### config.mk
export PLATFORM = sky130hd
export DESIGN_NAME = trim_adjuster
export DESIGN_NICKNAME = d
export VERILOG_FILES = /design/src/rtl/trim_pkg.sv /design/src/rtl/trim_window_ctr.sv /design/src/rtl/trim_pulse_gen.sv /design/src/rtl/trim_adjuster.sv
export SDC_FILE = /design/constraint.sdc
export NUM_CORES = 1
export LEC_CHECK = 0
export ABC_AREA = 1
export ABC_CLOCK_PERIOD_IN_PS = 4900
export BUFFER_PORTS_ARGS = -buffer_cell sky130_fd_sc_hd__buf_2
export CAP_MARGIN = 15
export CELL_PAD_IN_SITES_DETAIL_PLACEMENT = 2
export CELL_PAD_IN_SITES_GLOBAL_PLACEMENT = 2
export CORE_MARGIN = 8
export CORE_UTILIZATION = 39
export DETAILED_ROUTE_END_ITERATION = 6
export PLACE_DENSITY_LB_ADDON = 0.1
export SLEW_MARGIN = 20
export SYNTH_ARGS = -nofsm -noshare
export SYNTH_HDL_FRONTEND = slang
export SYNTH_SLANG_ARGS = --single-unit
### constraint.sdc
create_clock -name clk -period 4.9 [get_ports clk]
set_clock_uncertainty 0.1 [all_clocks]
set_input_delay 1.225 -clock clk [delete_from_list [all_inputs] [get_ports clk]]
set_output_delay 1.225 -clock clk [all_outputs]
set_load 0.02 [all_outputs]
### src/rtl/trim_pkg.sv
package trim_pkg;
   typedef enum logic {
      DIR_FAST = 1'b0,
      DIR_SLOW = 1'b1
   } trim_dir_e;
endpackage

### src/rtl/trim_window_ctr.sv
module trim_window_ctr
   import trim_pkg::*;
#(
   parameter int WINDOW_TICKS = 100000,
   parameter int CODE_W       = 3,
   parameter bit SPREAD       = 1'b1
) (
   input  logic              clk,
   input  logic              rst_n,
   input  logic              tick_in,
   input  logic [CODE_W-1:0] trim_code,
   output logic              skip_now,
   output logic              insert_now
);
   localparam int MAG_W     = CODE_W - 1;
   localparam int MAX_STEPS = (1 << MAG_W) - 1;
   localparam int SLOT      = WINDOW_TICKS / (MAX_STEPS + 1);
   localparam int IDX_W     = $clog2(WINDOW_TICKS);
   localparam int SUB_W     = $clog2(SLOT);

   initial begin
      if (CODE_W < 2) $error("CODE_W must be at least 2");
      if (WINDOW_TICKS < 2 * (MAX_STEPS + 1)) $error("WINDOW_TICKS too small for the step count");
   end

   logic [IDX_W-1:0]  idx_q;
   logic [CODE_W-1:0] code_q;
   logic              wrap;
   logic              due;
   trim_dir_e         dir;
   logic [IDX_W-1:0]  mag;

   assign wrap = tick_in && (idx_q == IDX_W'(WINDOW_TICKS - 1));
   assign dir  = trim_dir_e'(code_q[CODE_W-1]);
   assign mag  = IDX_W'(code_q[MAG_W-1:0]);

   always_ff @(posedge clk or negedge rst_n) begin
      if (!rst_n) begin
         idx_q  <= '0;
         code_q <= '0;
      end else if (tick_in) begin
         idx_q <= wrap ? '0 : idx_q + 1'b1;
         if (wrap) code_q <= trim_code;
      end
   end

   generate
      if (SPREAD) begin : g_spread
         logic [SUB_W-1:0] sub_q;
         logic [IDX_W-1:0] slot_q;
         logic             sub_end;
         assign sub_end = (sub_q == SUB_W'(SLOT - 1));
         always_ff @(posedge clk or negedge rst_n) begin
            if (!rst_n) begin
               sub_q  <= '0;
               slot_q <= '0;
            end else if (tick_in) begin
               if (wrap) begin
                  sub_q  <= '0;
                  slot_q <= '0;
               end else if (sub_end) begin
                  sub_q  <= '0;
                  slot_q <= slot_q + 1'b1;
               end else begin
                  sub_q <= sub_q + 1'b1;
               end
            end
         end
         assign due = sub_end && (slot_q < mag);
         assert_sub_range_R5: assert property (@(posedge clk) disable iff (!rst_n)
            sub_q <= SUB_W'(SLOT - 1));
      end else begin : g_bunched
         assign due = (idx_q < mag);
      end
   endgenerate

   assign skip_now   = tick_in && due && (dir == DIR_SLOW);
   assign insert_now = tick_in && due && (dir == DIR_FAST);

   assert_code_hold_R8: assert property (@(posedge clk) disable iff (!rst_n)
      !(tick_in && idx_q == IDX_W'(WINDOW_TICKS - 1)) |=> $stable(code_q));
   assert_idx_range_R5: assert property (@(posedge clk) disable iff (!rst_n)
      idx_q <= IDX_W'(WINDOW_TICKS - 1));
endmodule

### src/rtl/trim_pulse_gen.sv
module trim_pulse_gen #(
   parameter int MIN_TICK_GAP = 8
) (
   input  logic clk,
   input  logic rst_n,
   input  logic tick_in,
   input  logic skip_now,
   input  logic insert_now,
   output logic tick_out
);
   localparam int INS_DELAY = MIN_TICK_GAP / 2;
   localparam int CNT_W     = $clog2(INS_DELAY + 1);

   initial begin
      if (MIN_TICK_GAP < 4) $error("MIN_TICK_GAP must be at least 4");
   end

   logic [CNT_W-1:0] ins_cnt;
   logic             ins_fire;

   assign ins_fire = (ins_cnt == CNT_W'(1));

   always_ff @(posedge clk or negedge rst_n) begin
      if (!rst_n) begin
         tick_out <= 1'b0;
         ins_cnt  <= '0;
      end else begin
         tick_out <= (tick_in && !skip_now) || ins_fire;
         if (insert_now)          ins_cnt <= CNT_W'(INS_DELAY);
         else if (ins_cnt != '0)  ins_cnt <= ins_cnt - 1'b1;
      end
   end

   assert_pass_R2: assert property (@(posedge clk) disable iff (!rst_n)
      (tick_in && !skip_now) |=> tick_out);
   assert_mask_R9: assert property (@(posedge clk) disable iff (!rst_n)
      skip_now |=> !tick_out);
   assert_no_merge_R7: assert property (@(posedge clk) disable iff (!rst_n)
      tick_out |=> !tick_out);
   assert_exclusive_R3: assert property (@(posedge clk) disable iff (!rst_n)
      !(skip_now && insert_now));
endmodule

### src/rtl/trim_adjuster.sv
module trim_adjuster #(
   parameter int WINDOW_TICKS = 100000,
   parameter int MIN_TICK_GAP = 8,
   parameter bit SPREAD       = 1'b1
) (
   input  logic       clk,
   input  logic       rst_n,
   input  logic       tick_in,
   input  logic [2:0] trim_code,
   output logic       tick_out
);
   logic skip_now;
   logic insert_now;

   trim_window_ctr #(
      .WINDOW_TICKS (WINDOW_TICKS),
      .CODE_W       (3),
      .SPREAD       (SPREAD)
   ) u_win (
      .clk        (clk),
      .rst_n      (rst_n),
      .tick_in    (tick_in),
      .trim_code  (trim_code),
      .skip_now   (skip_now),
      .insert_now (insert_now)
   );

   trim_pulse_gen #(
      .MIN_TICK_GAP (MIN_TICK_GAP)
   ) u_gen (
      .clk        (clk),
      .rst_n      (rst_n),
      .tick_in    (tick_in),
      .skip_now   (skip_now),
      .insert_now (insert_now),
      .tick_out   (tick_out)
   );
endmodule

==> flow_summary.ini <==
[status]
status = completed

[die]
start_util_pct = 39.8
die-area_um2 = 12600
fp-row-count = 35
die_w_um = 112
placeableCoreArea_um2 = 9110
io_pins = 7
fp.dieH_um = 112

[setup_path]
cp_max_fo = 17
crit_type = primary input to flip-flop
path_cells = buf_2 -> inv_2 -> nor2_4 -> nand3_2 -> nor2_8 -> inv_4 -> nand2_4 -> nand2_2 -> clkinv_4 -> nor2_1
reg2reg_to = u_win.g_spread.slot_q[9]$_DFFE_PN0P_
worst_ep_arrival_time_ns = 2.74
crit_end = u_win.g_spread.sub_q[11]$_DFFE_PN0P_
critPathSlowestCell = buf_2
max_stage_delay_ns = 0.25
cp-end-kind = flip-flop
crit_required_ns = 5.02
crit_start = tick_in
r2r_setup_slack_ns = 2.80
r2r_cells = 8
worstReg2RegStart = u_win.g_spread.sub_q[0]$_DFFE_PN0P_
critPathLaunchType = primary input

[global_route]
antenna_found_initial = 0
grt_pass1_vias = 3771
grt_pass1_wl_um = 19000
grt_util_all_layers_pct = 18.5
grt_overflow = 0
grt_start_max_net_pins = 37

[sta]
timing.setup.tns_ns = 0
setup_viol = 0
rsz0062_at_grt = false
hold_slack_ns = 0.413
finalCritPeriodShare_pct = 53.6
drv_slew = 0
hold_violations = 0
fmax_ghz = 0.381
fin_crit_ns = 2.63
relSlewSlack_pct = 49.7
tightest_slew_ns = 0.754

[drt]
drt_drc_violations_left = 0
firstDrtPassIters = 4
num_vias = 3395
drtIter0Drc = 117
viasPerCell = 5.33
ant_nets = 0
wire_per_inst_um = 17.5
drt-total-wl_um = 11100

[final_layout]
finalNetCount = 539
layout-drive-gt1-share_pct = 7.60
insertedDiodeCount = 0
multi_input_area_um2 = 1950
n_fill_cell = 1092
syn2layout_area_growth_pct = 6.90
mostFrequentLayoutCell = nand2_1
regArea_um2 = 1400
final_cell_mix = nand2_1 (161), nor2_1 (96), dfrtp_1 (56)

[placed_design]
place.gp.congestion = 0.803
dp_hpwl_um = 8360
port_buffers = 6

[hold_path]
hp-class = flip-flop to flip-flop

[clock_network]
cts-resized-gates = 0
cts_max_path_buffers = 2
path_clk_slew_ns = 0.11
cts_tree = built
cts_setup_buffers = 0
cts_buffers = 5
cts_root_buf = clkbuf_8
cts-htree-levels = 2
cts_hold_buf = 0
clock_sinks = 56
worstSkewPairLatency_ns = 0.32

[pwr]
clockPowerShare_pct = 30.7
p_leak_nw = 1.85
p_comb_share_pct = 18.6
p_sw_uw = 400
power_switching_share_pct = 33.5
powerDensity_nw_per_um2 = 308
p_total_mw = 1.20
seqPwrFrac_pct = 50.7
p_int_uw = 795
vdd_drop_max_uv = 180

[synth]
yosysWarningCount = 0
syn_area_um2 = 3620
synth_nets = 534
syn_inst = 521
synth_flop_cell = dfrtp_1
synth-seq-area-share_pct = 38.7
ys_ff_latch = 56
syn_avg_cell_area_um2 = 6.96
synth_cell_types = 35
synth_edf_count = 0
ys_async_sr_fraction_pct = 100

[flow_run]
max_cap_violations = 0
flip-flops by register name, summed over array words and instances (netlist names):
register	count
u_gen.tick_out	1
u_gen.ins_cnt	3
u_win.code_q	3
u_win.idx_q	17
u_win.g_spread.slot_q	17
u_win.g_spread.sub_q	15
synthesized netlist by cell type, types with 2 or more instances:
master / number / area [um^2]
xor2_1: 18 / 158
nor2_1: 96 / 360
buf_4: 4 / 30.0
clkbuf_1: 3 / 11.3
o21ai_0: 14 / 70.1
buf_2: 2 / 10.0
and3_1: 2 / 12.5
a21oi_1: 9 / 45.0
nor2_4: 4 / 45.0
nand3_2: 2 / 20.0
nor3_2: 3 / 30.0
nand2_1: 161 / 604
dfrtp_1: 56 / 1400
ha_1: 7 / 87.6
nand3_1: 34 / 170
nand4_1: 19 / 119
inv_1: 47 / 176
inv_2: 6 / 22.5
nor3_1: 14 / 70.1
o21ai_1: 5 / 25.0
final cells by class:
cell class	instances	share of cell area (%)
Multi-Input combinational cell	400	50.2
Sequential cell	56	36.2
Clock inverter	2	1.55
Clock buffer	5	1.78
Inverter	55	5.52
Timing Repair Buffer	8	1.16
Tap cell	111	3.58
worst min path at each step:
stage | from | endpoint | slack, ns | cells after the start
after global routing | u_win.code_q[0]$_DFFE_PN0P_ | u_win.code_q[0]$_DFFE_PN0P_ | 0.43 | 2
after CTS | u_win.code_q[0]$_DFFE_PN0P_ | u_win.code_q[0]$_DFFE_PN0P_ | 0.43 | 2
after detailed placement | u_win.code_q[0]$_DFFE_PN0P_ | u_win.code_q[0]$_DFFE_PN0P_ | 0.40 | 2
final | u_win.code_q[0]$_DFFE_PN0P_ | u_win.code_q[0]$_DFFE_PN0P_ | 0.41 | 2
after global placement | u_win.g_spread.slot_q[16]$_DFFE_PN0P_ | u_win.g_spread.slot_q[16]$_DFFE_PN0P_ | 0.38 | 2
after floorplan | u_win.code_q[0]$_DFFE_PN0P_ | u_win.code_q[0]$_DFFE_PN0P_ | 0.34 | 2
metrics by stage:
| step | util [%] | std cells | setup slack [ns] | instance area [um^2] |
|---|---|---|---|---|
| 6_report | 42.5 | 637 | 2.27 | 3870 |
| 5_1_grt | 42.5 | 637 | 2.18 | 3870 |
| 4_1_cts | 42.5 | 637 | 2.26 | 3870 |
| 3_5_place_dp | 41.1 | 630 | 1.95 | 3750 |
| 3_3_place_gp | 41.1 | 630 | 2.04 | 3750 |
| 2_1_floorplan | - | 521 | 2.62 | 3620 |
cells by family after synthesis:
family                   after synthesis  share of synthesized area [%]
AND/OR/NAND/NOR                      342                           41.7
buffers and inverters                 65                           7.63
flip-flops                            56                           38.7
AO/OA/AOI/OAI                         33                           5.25
XOR/XNOR                              18                           4.35
adder cells (fa/ha/maj)                7                           2.42
power groups by stage:
stage | Clock, mW | Sequential, mW | Combinational [mW]
2_1_floorplan | 0 | 0.580 | 0.180
3_3_place_gp | 0 | 0.609 | 0.214
3_5_place_dp | 0 | 0.614 | 0.223
4_1_cts | 0.375 | 0.606 | 0.228
5_1_grt | 0.392 | 0.617 | 0.257
6_report | 0.367 | 0.606 | 0.223
layer usage:
layer / up-vias / global-route usage [%] / routed length [um] / part of all wire [%]
met1: 1696 / 23.4 / 5270 / 47
met4: 0 / 4.32 / 135 / 1.2
met2: 24 / 32.7 / 5540 / 50
li1: 1664 / - / - / -
met3: 11 / 2.25 / 179 / 1.6
met5: - / 0 / 0 / 0
critical path, delay by kind of cell:
family | cells | cell delay, ns
buffers and inverters | 4 | 0.69
AND/OR/NAND/NOR | 6 | 0.79
(Power assumes the default switching activity.)
